==> src/rtl/pwrdn_pkg.sv <==
package pwrdn_pkg;

  typedef enum logic [2:0] {
    SQ_RUN       = 3'd0,
    SQ_STOP_MAIN = 3'd1,
    SQ_STOP_REF  = 3'd2,
    SQ_STOP_OSC  = 3'd3,
    SQ_OFF       = 3'd4,
    SQ_WAKE_OSC  = 3'd5,
    SQ_WAKE_REF  = 3'd6,
    SQ_WAKE_MAIN = 3'd7
  } seq_state_e;

  // drivers released while the oscillator is off or still settling
  function automatic logic drivers_live(seq_state_e s);
    return !(s inside {SQ_STOP_OSC, SQ_OFF, SQ_WAKE_OSC});
  endfunction

  function automatic logic osc_live(seq_state_e s);
    return !(s inside {SQ_STOP_OSC, SQ_OFF});
  endfunction

  function automatic logic ref_wanted(seq_state_e s);
    return s inside {SQ_RUN, SQ_STOP_MAIN, SQ_WAKE_REF, SQ_WAKE_MAIN};
  endfunction

  function automatic logic main_parked(seq_state_e s);
    return !(s inside {SQ_RUN, SQ_WAKE_MAIN});
  endfunction

endpackage

==> src/rtl/pwrdn_sync.sv <==
module pwrdn_sync #(
  parameter int   STAGES  = 2,
  parameter logic RST_VAL = 1'b0
) (
  input  logic clk,
  input  logic rst_n,
  input  logic d,
  output logic q
);
  logic [STAGES-1:0] chain_q;

  always_ff @(posedge clk or negedge rst_n) begin
    if (!rst_n) chain_q <= {STAGES{RST_VAL}};
    else        chain_q <= {chain_q[STAGES-2:0], d};
  end

  assign q = chain_q[STAGES-1];
endmodule

==> src/rtl/pwrdn_ref_gate.sv <==
module pwrdn_ref_gate (
  input  logic clk,
  input  logic rst_n,
  input  logic ref_lvl,
  input  logic want_on,
  input  logic perm_off,
  output logic gate_out,
  output logic passing
);
  logic pass_q, pass_d, out_d, want_eff;

  assign want_eff = want_on & ~perm_off;

  // open or close only while the reference is low: no truncated high phase
  always_comb begin
    if (want_eff) pass_d = pass_q | ~ref_lvl;
    else          pass_d = pass_q & ref_lvl;
    out_d = pass_d & ref_lvl;
  end

  always_ff @(posedge clk or negedge rst_n) begin
    if (!rst_n) begin
      pass_q   <= 1'b0;
      gate_out <= 1'b0;
    end else begin
      pass_q   <= pass_d;
      gate_out <= out_d;
    end
  end

  assign passing = pass_q;
endmodule

==> src/rtl/pwrdn_stab_timer.sv <==
module pwrdn_stab_timer #(
  parameter int W = 8
) (
  input  logic         clk,
  input  logic         rst_n,
  input  logic         run,
  input  logic         ref_lvl,
  input  logic [W-1:0] limit,
  output logic         done
);
  logic [W-1:0] cnt_q, cnt_d;
  logic         prev_q, rise, cnt_en;

  assign rise   = ref_lvl & ~prev_q;
  assign done   = run && (cnt_q >= limit);
  assign cnt_en = run && rise && !done;

  always_comb begin
    cnt_d = cnt_q;
    if (!run)        cnt_d = '0;
    else if (cnt_en) cnt_d = cnt_q + 1'b1;
  end

  always_ff @(posedge clk or negedge rst_n) begin
    if (!rst_n) begin
      cnt_q  <= '0;
      prev_q <= 1'b0;
    end else begin
      cnt_q  <= cnt_d;
      prev_q <= ref_lvl;
    end
  end
endmodule

==> src/rtl/pwrdn_seq.sv <==
module pwrdn_seq
  import pwrdn_pkg::*;
#(
  parameter int SYNC_STAGES = 2,
  parameter int STAB_W      = 8
) (
  input  logic              clk,
  input  logic              rst_n,
  input  logic              cfg_pd_mode,
  input  logic              cfg_src_ext,
  input  logic              cfg_ref_off,
  input  logic [STAB_W-1:0] cfg_stab_cnt,
  input  logic              pin_pd_sel,
  input  logic              ref_int,
  input  logic              ref_ext,
  input  logic              main_dis_ack,
  output logic              main_dis_req,
  output logic              main_oe,
  output logic              ref_out,
  output logic              ref_oe,
  output logic              osc_en
);
  localparam int RST_STAGES = 2;

  logic [RST_STAGES-1:0] rst_q;
  logic                  srst_n;
  logic                  pin_s, src_ext, ref_lvl, pd_req;
  logic                  gate_pass, ref_on_ack, ref_off_ack, stab_done;
  seq_state_e            state_q, state_d;

  // asynchronous assert, synchronous release
  always_ff @(posedge clk or negedge rst_n) begin
    if (!rst_n) rst_q <= '0;
    else        rst_q <= {rst_q[RST_STAGES-2:0], 1'b1};
  end
  assign srst_n = rst_q[RST_STAGES-1];

  pwrdn_sync #(.STAGES(SYNC_STAGES), .RST_VAL(1'b1)) u_pin_sync (
    .clk   (clk),
    .rst_n (srst_n),
    .d     (pin_pd_sel),
    .q     (pin_s)
  );

  assign src_ext = cfg_pd_mode ? cfg_src_ext : ~pin_s;
  assign ref_lvl = src_ext ? ref_ext : ref_int;
  assign pd_req  = cfg_pd_mode & ~pin_s;

  pwrdn_ref_gate u_ref_gate (
    .clk      (clk),
    .rst_n    (srst_n),
    .ref_lvl  (ref_lvl),
    .want_on  (ref_wanted(state_q)),
    .perm_off (cfg_ref_off),
    .gate_out (ref_out),
    .passing  (gate_pass)
  );

  assign ref_off_ack = ~gate_pass;
  assign ref_on_ack  = gate_pass | cfg_ref_off;

  pwrdn_stab_timer #(.W(STAB_W)) u_stab (
    .clk     (clk),
    .rst_n   (srst_n),
    .run     (state_q == SQ_WAKE_OSC),
    .ref_lvl (ref_lvl),
    .limit   (cfg_stab_cnt),
    .done    (stab_done)
  );

  always_comb begin
    state_d = state_q;
    unique case (state_q)
      SQ_RUN:       if (pd_req)        state_d = SQ_STOP_MAIN;
      SQ_STOP_MAIN: if (main_dis_ack)  state_d = SQ_STOP_REF;
      SQ_STOP_REF:  if (ref_off_ack)   state_d = SQ_STOP_OSC;
      SQ_STOP_OSC:                     state_d = SQ_OFF;
      SQ_OFF:       if (!pd_req)       state_d = SQ_WAKE_OSC;
      SQ_WAKE_OSC:  if (stab_done)     state_d = SQ_WAKE_REF;
      SQ_WAKE_REF:  if (ref_on_ack)    state_d = SQ_WAKE_MAIN;
      SQ_WAKE_MAIN: if (!main_dis_ack) state_d = SQ_RUN;
      default:                         state_d = SQ_RUN;
    endcase
  end

  always_ff @(posedge clk or negedge srst_n) begin
    if (!srst_n) state_q <= SQ_RUN;
    else         state_q <= state_d;
  end

  assign main_dis_req = main_parked(state_q);
  assign osc_en       = osc_live(state_q);
  assign main_oe      = drivers_live(state_q);
  assign ref_oe       = drivers_live(state_q) & ~cfg_ref_off;
endmodule

==> config.mk <==
export PLATFORM = sky130hd
export DESIGN_NAME = pwrdn_seq
export DESIGN_NICKNAME = d
export VERILOG_FILES = /design/src/rtl/pwrdn_pkg.sv /design/src/rtl/pwrdn_sync.sv /design/src/rtl/pwrdn_ref_gate.sv /design/src/rtl/pwrdn_stab_timer.sv /design/src/rtl/pwrdn_seq.sv
export SDC_FILE = /design/constraint.sdc
export NUM_CORES = 1
export LEC_CHECK = 0
export ABC_CLOCK_PERIOD_IN_PS = 1400
export CORE_UTILIZATION = 51
export DETAILED_ROUTE_END_ITERATION = 16
export HOLD_SLACK_MARGIN = 0.06
export PLACE_DENSITY_LB_ADDON = 0.2
export SETUP_SLACK_MARGIN = 0.4
export SYNTH_ARGS = -nofsm -noshare
export SYNTH_HDL_FRONTEND = slang
export SYNTH_SLANG_ARGS = --single-unit
==> constraint.sdc <==
create_clock -name clk -period 1.4 [get_ports clk]
set_input_delay 0.28 -clock clk [delete_from_list [all_inputs] [get_ports clk]]
set_output_delay 0.28 -clock clk [all_outputs]
set_load 0.01 [all_outputs]
==> results.ini, run 1 <==
[die]
ios = 22
die_y_um = 50.7
rows = 17
die_w_um = 50.7
start_util = 0.546

[clock_network]
ctsHoldBuffers = 0
clkSinkCount = 18
clockBufferDepth = 2
clock-root-buffer = clkbuf_4
cts_buffers = 3
cts_max_level = 1

[placed_design]
dp_hpwl_mm = 2.50
dp_cells = 210
place_area_um2 = 1790
gp_congestion = 0.894
io_buffer_count = 21

[yosys]
ys_seq_area_frac = 0.375
yosys_warnings = 0
synth_seq_cells = 18
synth.distinct_cells = 34
synth_flop_cell = dfrtp_1
syn_nets = 158
syn_avg_cell_area_um2 = 9.43
synthCells = 128
synth_edf_count = 0
syn_area_um2 = 1210
async_flop_share = 1.00

[outcome]
haltStage = global routing
first-error = [ERROR GRT-0232] Routing congestion too high. Check the congestion heatmap in the GUI.
status = stopped before the end

[timing]
worst-endpoint-pin-kind = sequential cell input
crit_endpoint = state_q[0]$_DFFE_PN0P_/D

[global_routing]
track_usage = 0.713
grt_start_max_net_pins = 14
overflow = 43

==> metrics by stage <==
| stage | setup WS, ps | util |
|---|---|---|
| after floorplan | -579 | - |
| after global placement | -962 | 0.808 |
| after detailed placement | -1020 | 0.808 |
| after CTS | -606 | 0.885 |
==> synth_stat cells, types with 3 or more instances <==
cell type | count | area [um2]
and3_1 | 4 | 25.0
inv_1 | 17 | 63.8
ha_1 | 13 | 163
mux2i_1 | 9 | 90.1
a21oi_1 | 7 | 35.0
nand4_1 | 4 | 25.0
nor2_1 | 5 | 18.8
dfrtp_1 | 16 | 400
nand2b_1 | 3 | 18.8
a31o_2 | 4 | 35.0
and2_1 | 3 | 18.8
nand3_1 | 4 | 20.0
nand2_1 | 11 | 41.3
==> cell families after synthesis <==
| family | share of synthesized area |
|---|---|
| compound gates | 0.140 |
| fa+ha+maj | 0.135 |
| buf+inv | 0.0611 |
| flops | 0.375 |
| mux | 0.0933 |
| other cells | 0.00311 |
| simple gates | 0.193 |
==> repair_timing <==
| item | 4_1_cts |
|---|---|
| gates resized for setup | 41 |
| pin swaps | 6 |
| setup endpoints to repair | 19 |
| buffers inserted | 7 |
==> metal layers <==
metal | overflow | track usage
met4 | 16 | 0.819
met1 | 0 | 0.701
met2 | 26 | 0.973
met3 | 1 | 0.397
met5 | 0 | 0
==> run 2: changes to the inputs <==
--- a/config.mk
+++ b/config.mk
@@ -6,11 +6,10 @@
 export NUM_CORES = 1
 export LEC_CHECK = 0
 export ABC_CLOCK_PERIOD_IN_PS = 1400
-export CORE_UTILIZATION = 51
+export CORE_AREA = 2 2 63 65
 export DETAILED_ROUTE_END_ITERATION = 16
-export HOLD_SLACK_MARGIN = 0.06
-export PLACE_DENSITY_LB_ADDON = 0.2
-export SETUP_SLACK_MARGIN = 0.4
+export DIE_AREA = 0 0 65 67
+export PLACE_DENSITY_LB_ADDON = 0.15
 export SYNTH_ARGS = -nofsm -noshare
 export SYNTH_HDL_FRONTEND = slang
 export SYNTH_SLANG_ARGS = --single-unit
==> results.ini, run 2 <==
[outcome]
status = complete, but fails checks  ; was stopped before the end
violations = setup timing

[yosys]
synth_top_cell_by_area = dfrtp_1  ; unchanged
synth.distinct_cells = 34  ; unchanged
synth_seq_cells = 18  ; unchanged
syn_nets = 158  ; unchanged
ys_seq_area_frac = 0.375  ; unchanged
synth_edf_count = 0  ; unchanged
yosys-top-cells-count = 17 x inv_1, 16 x dfrtp_1, 13 x ha_1  ; unchanged
yosysMostFrequentCell = inv_1  ; unchanged
synth_area_leaders = dfrtp_1 33%, ha_1 13%, mux2i_1 7.5%  ; unchanged
async_flop_share = 1.00  ; unchanged
synth_top_area_share = 0.332  ; unchanged
synth_flop_cell = dfrtp_1  ; unchanged
syn_area_um2 = 1210  ; unchanged
syn_avg_cell_area_um2 = 9.43  ; unchanged
yosys_warnings = 0  ; unchanged
synthCells = 128  ; unchanged

[power]
finalPower_mw = 2.94
power_density_nw_per_um2 = 1380
total_leakage_power_nw = 0.958
vdd_drop_max_uv = 707

[layout]
final_common_cell = buf_4
drive_above_1_share = 0.547
final_area_um2 = 2140
fin_nets = 223
final_cell_mix = 34 x buf_4, 15 x dfrtp_1, 11 x inv_1, 10 x clkdlybuf4s50_1, 9 x ha_4
area_growth_pct = 77.0
n_antenna_cell = 0
utilization = 0.593
largest-register = u_stab.cnt_q
biggestRegsByFlops = u_stab.cnt_q x8, state_q x3
fillers = 316
largest_reg_flops = 8

[worst_setup_path]
worstSetupPathType = reg2reg
cp_data_required_time_ps = 1540
rrSetupSlack_ps = -600
regToRegEndpoint = state_q[1]$_DFFE_PN0P_
crit_start = u_stab.cnt_q[1]$_DFFE_PN0P_
startpoint_type = flip-flop
end_kind = flip-flop
worstRegToRegCells = 6
crit_fanout = 2
rr_startpoint = u_stab.cnt_q[1]$_DFFE_PN0P_
cp.arrival_ps = 2140

[drt]
first_pass_iters = 4
routedWlPerCell_um = 13.6
via_per_inst = 4.86
dr_total_vias = 1166
ant_nets = 0
first_iter_violations = 13
routed_wl_mm = 3.27
drc = 0

[clock_network]
clkSinkCount = 18  ; unchanged
cts_buffers = 3  ; unchanged
clock_latency_ps = 250
clock-root-buffer = clkbuf_8  ; was clkbuf_4
ctsHoldBuffers = 0  ; unchanged
cts_tree = done
clk_pin_slew_ps = 70
clockBufferDepth = 2  ; unchanged
cts_max_level = 1  ; unchanged

[flow_run]
cap_violations = 0

[global_routing]
antenna_found_initial = 0
track_usage = 0.165
first_global_vias = 1247
grt_start_max_net_pins = 12
grt_pass1_wl_mm = 5.48
overflow = 0

[die]
die_area_um2 = 4360
die_w_um = 65  ; was 50.7 um
ios = 22  ; unchanged
die_y_um = 67  ; was 50.7 um
rows = 22  ; was 17
coreArea_um2 = 3610
start_util = 0.335  ; was 0.546

[timing]
rsz0062_at_grt = yes
hold_viol = 0
worst_slack_ps = -604
fmax_mhz = 499
maxSlewViolCount = 0
setup_violations = 16
clock_skew_ps = 3.78
min_period_ps = 2000
post-route-period-util = 1.43

[placed_design]
gp_congestion = 0.785  ; was 0.894
dp_hpwl_mm = 2.47  ; was 2.50 mm
place_area_um2 = 1750  ; was 1790 um2
io_buffer_count = 21  ; unchanged

[hold_path]
hold_class = reg2async

[run 2: cell counts after synthesis]
Identical to the previous run, type by type.
[run 2: worst max-delay path: stages, from the launching register on]
cell and delay [ps]:
dfrtp_1 420, ha_4 280, nor2b_4 120, o211ai_1 130, a31o_4 290, a221oi_4 320
mux2_4 320
[run 2: how the worst max path moves through the flow]
stage,endpoint,slack (ps)
2_1_floorplan,state_q[1]$_DFFE_PN0P_,-580
4_1_cts,u_stab.cnt_q[6]$_DFFE_PN0P_,-620
3_5_place_dp,state_q[1]$_DFFE_PN0P_,-990
5_1_grt,state_q[0]$_DFFE_PN0P_,-660
6_report,state_q[1]$_DFFE_PN0P_,-600
3_3_place_gp,state_q[1]$_DFFE_PN0P_,-970
[run 2: layer usage]
| layer | wire [um] | global-route usage | vias to the layer above |
|---|---|---|---|
| met5 | 0 | 0 | - |
| met4 | 28 | 0.0346 | 0 |
| met3 | 106 | 0.0253 | 4 |
| met2 | 1590 | 0.305 | 20 |
| met1 | 1550 | 0.202 | 558 |
| li1 | - | - | 584 |
[run 2: stage by stage]
stage,cells,worst slack (ps),hold WS [ps],TNS (ps)
6_report,240,-604,91.5,-6040
5_1_grt,240,-659,114,-7140
4_1_cts,239,-620,99.1,-6490
3_5_place_dp,227,-992,92.3,-12090
3_3_place_gp,227,-967,90.6,-11590
2_1_floorplan,128,-579,-15.6,-3400
[run 2: where the power goes]
| part | total, mW | internal [mW] | leakage (nW) | switching, mW |
|---|---|---|---|---|
| clock network | 0.428 | 0.250 | 0.0288 | 0.178 |
| registers | 0.695 | 0.604 | 0.229 | 0.0910 |
| logic | 1.82 | 1.06 | 0.700 | 0.757 |
[run 2: repair_timing]
action,4_1_cts,5_1_grt
buffers inserted,8,2
pin swaps,17,13
setup endpoints to repair,17,17
gates resized for setup,64,18
[run 2: cell families (layout without fill, tap and decap cells)]
family | after synthesis | after routing | share of synthesized area
multiplexers | 11 | 11 | 0.0933
other | 1 | 1 | 0.00311
AND/OR/NAND/NOR | 42 | 42 | 0.193
AO/OA/AOI/OAI | 24 | 24 | 0.140
adder cells (fa/ha/maj) | 13 | 13 | 0.135
flip-flops | 18 | 18 | 0.375
buffers and inverters | 19 | 83 | 0.0611
[run 2: area by class of cell]
class | instances | area (um2) | area share
Timing Repair Buffer | 62 | 526 | 0.246
Multi-Input combinational cell | 91 | 978 | 0.458
Tap cell | 48 | 60.1 | 0.0281
Clock buffer | 4 | 55.1 | 0.0258
Inverter | 17 | 63.8 | 0.0299
Sequential cell | 18 | 454 | 0.213
No activity file was read; power rests on OpenSTA's default activity.
==> run 3: changes to the inputs <==
--- a/config.mk
+++ b/config.mk
@@ -9,7 +9,7 @@
 export CORE_AREA = 2 2 63 65
 export DETAILED_ROUTE_END_ITERATION = 16
 export DIE_AREA = 0 0 65 67
-export PLACE_DENSITY_LB_ADDON = 0.15
+export PLACE_DENSITY = 0.6
 export SYNTH_ARGS = -nofsm -noshare
 export SYNTH_HDL_FRONTEND = slang
 export SYNTH_SLANG_ARGS = --single-unit
==> results.ini, run 3 (synthesis gave the netlist of run 2 again) <==
[drt]
drc = 0  ; unchanged
routed_wl_mm = 3.48  ; was 3.27 mm
first_pass_iters = 4  ; unchanged
via_per_inst = 4.91  ; was 4.86
ant_nets = 0  ; unchanged
dr_total_vias = 1209  ; was 1166
routedWlPerCell_um = 14.2  ; was 13.6 um
first_iter_violations = 35  ; was 13

[flow_run]
cap_violations = 0  ; unchanged

[worst_setup_path]
cpLargestDelayFamily = compound AO/OA/AOI/OAI gates  ; unchanged
worstSetupPathType = in2reg  ; was reg2reg
crit_start = cfg_stab_cnt[2]  ; was u_stab.cnt_q[1]$_DFFE_PN0P_
worstRegToRegCells = 6  ; unchanged
max_stage_delay_ps = 470  ; was 420 ps
cp_cell_sequence = clkdlybuf4s50_1 > inv_2 > ha_4 > and3_1 > o21ai_2 > a31o_4 > a221oi_4 > mux2_4  ; was ha_4 > nor2b_4 > o211ai_1 > a31o_4 > a221oi_4 > mux2_4
cp_data_required_time_ps = 1550  ; was 1540 ps
cp_num_buf_inv = 2  ; was 0
rrSetupSlack_ps = -570  ; was -600 ps
worst_path_max_delay_cell = clkdlybuf4s50_1  ; was dfrtp_1
cp.arrival_ps = 2140  ; about the same
crit_fanout = 2  ; unchanged
end_kind = flip-flop  ; unchanged
rr_startpoint = u_stab.cnt_q[1]$_DFFE_PN0P_  ; unchanged
regToRegEndpoint = u_stab.cnt_q[6]$_DFFE_PN0P_  ; was state_q[1]$_DFFE_PN0P_
startpoint_type = input port  ; was flip-flop

[global_routing]
antenna_found_initial = 0  ; unchanged
track_usage = 0.172  ; was 0.165
overflow = 0  ; unchanged
grt_start_max_net_pins = 14  ; was 12
grt_pass1_wl_mm = 5.66  ; was 5.48 mm
first_global_vias = 1316  ; was 1247

[outcome]
status = complete, but fails checks  ; unchanged
violations = setup timing  ; unchanged

[timing]
fmax_mhz = 505  ; was 499 MHz
clock_skew_ps = 3.38  ; was 3.78 ps
maxSlewViolCount = 0  ; unchanged
min_period_ps = 1980  ; was 2000 ps
post-route-period-util = 1.42  ; was 1.43
worst_slack_ps = -581  ; was -604 ps
hold_viol = 0  ; unchanged
setup_violations = 17  ; was 16
rsz0062_at_grt = yes  ; unchanged

[layout]
utilization = 0.610  ; was 0.593
final-instance-count-excl-fill = 246  ; was 240
largest_reg_flops = 8  ; unchanged
n_antenna_cell = 0  ; unchanged
final_cell_mix = 34 x buf_4, 16 x dfrtp_1, 16 x buf_6, 12 x inv_1, 11 x clkdlybuf4s50_1  ; was 34 x buf_4, 15 x dfrtp_1, 11 x inv_1, 10 x clkdlybuf4s50_1, 9 x ha_4
biggestRegsByFlops = u_stab.cnt_q x8, state_q x3  ; unchanged
fillers = 317  ; was 316
final_common_cell = buf_4  ; unchanged
area_growth_pct = 82.1  ; was 77.0%
largest-register = u_stab.cnt_q  ; unchanged
fin_nets = 229  ; was 223
drive_above_1_share = 0.510  ; was 0.547
final_area_um2 = 2200  ; was 2140 um2

[die]
start_util = 0.335  ; unchanged
die_w_um = 65  ; unchanged
die_area_um2 = 4360  ; unchanged
ios = 22  ; unchanged
die_y_um = 67  ; unchanged
coreArea_um2 = 3610  ; unchanged
rows = 22  ; unchanged

[power]
p_int_mw = 2.00  ; was 1.92 mW
vdd_drop_max_uv = 573  ; was 707 uV
p_sw_frac = 0.353  ; was 0.349
clock_power_share = 0.146  ; was 0.145
seqPwrFrac = 0.214  ; was 0.236
total_leakage_power_nw = 0.992  ; was 0.958 nW
power_density_nw_per_um2 = 1410  ; was 1380 nW/um2
p_comb_frac = 0.640  ; was 0.619
power.switching_mw = 1.09  ; was 1.03 mW

[clock_network]
cts_max_level = 1  ; unchanged
clock_latency_ps = 260  ; was 250 ps
ctsHoldBuffers = 0  ; unchanged
clkSinkCount = 18  ; unchanged
clock-root-buffer = clkbuf_8  ; unchanged
clk_pin_slew_ps = 80  ; was 70 ps
clockBufferDepth = 2  ; unchanged
cts_buffers = 3  ; unchanged
cts_tree = done  ; unchanged

[hold_path]
hold_class = reg2async  ; unchanged

[placed_design]
gp_congestion = 0.795  ; was 0.785
place_area_um2 = 1790  ; was 1750 um2
dp_hpwl_mm = 2.43  ; was 2.47 mm
io_buffer_count = 21  ; unchanged
dp_cells = 232  ; was 227

run 3: changes by cell type in the layout (fill, tap and decap cells not counted), moves of 2 or more:
cell / change
and3_4: -2
mux2i_4: +2
ha_1: +2
a21oi_1: +2
and3_1: +2
nand3_4: +2
nand3_2: -3
buf_6: +8
a21oi_4: +2
buf_2: -2
mux2i_2: -2
a21oi_2: -4
ha_4: -3
run 3: cell type report:
cell class | count | area [um2] | area share
inverter | 17 | 63.8 | 0.0290
clock buffer | 4 | 55.1 | 0.0250
multi-input combinational | 91 | 963 | 0.438
tap | 48 | 60.1 | 0.0273
timing repair buffer | 68 | 603 | 0.274
sequential | 18 | 453 | 0.206
run 3: layer usage:
layer,share of wire,GRT usage,vias up
met5,0,0,-
met4,0.015,0.0638,0
met3,0.045,0.0287,5
met2,0.53,0.318,26
met1,0.41,0.199,585
li1,-,-,593
run 3: power by group through the flow:
stage	Clock [mW]	Combinational, mW	Sequential [mW]
finish	0.451	1.98	0.664
global route	0.482	2.12	0.675
CTS	0.457	1.78	0.664
detailed placement	0	1.47	0.669
global placement	0	1.43	0.665
floorplan	0	0.781	0.658
run 3: worst reg2reg max path: cells and delay by family (launching register included):
kind | cells | cell delay, ps
compound gates | 3 | 560
fa+ha+maj | 1 | 300
flops | 1 | 390
simple gates | 2 | 640
run 3: worst max path at each step:
stage                     slack (ps)  cells past startpoint                          end
after global routing            -670                      6  u_stab.cnt_q[6]$_DFFE_PN0P_
after CTS                       -580                      8       state_q[1]$_DFFE_PN0P_
final                           -580                      8       state_q[1]$_DFFE_PN0P_
after detailed placement        -990                      8       state_q[1]$_DFFE_PN0P_
after floorplan                 -580                      6       state_q[1]$_DFFE_PN0P_
after global placement          -940                      8       state_q[1]$_DFFE_PN0P_
run 3: what timing repair did:
action / CTS / global route
resized for setup: 64 / 21
buffers inserted: 10 / 4
endpoints found under the setup margin: 18 / 17
pin swaps: 23 / 8
run 3: stage by stage:
stage | hold slack, ps | setup slack, ps | TNS, ps | total power [mW]
floorplan | -15.6 | -579 | -3400 | 1.44
global placement | 53.4 | -941 | -12210 | 2.09
detailed placement | 62.0 | -994 | -12810 | 2.14
CTS | 64.3 | -582 | -6450 | 2.90
global route | 80.1 | -668 | -7480 | 3.27
finish | 56.2 | -581 | -6340 | 3.09
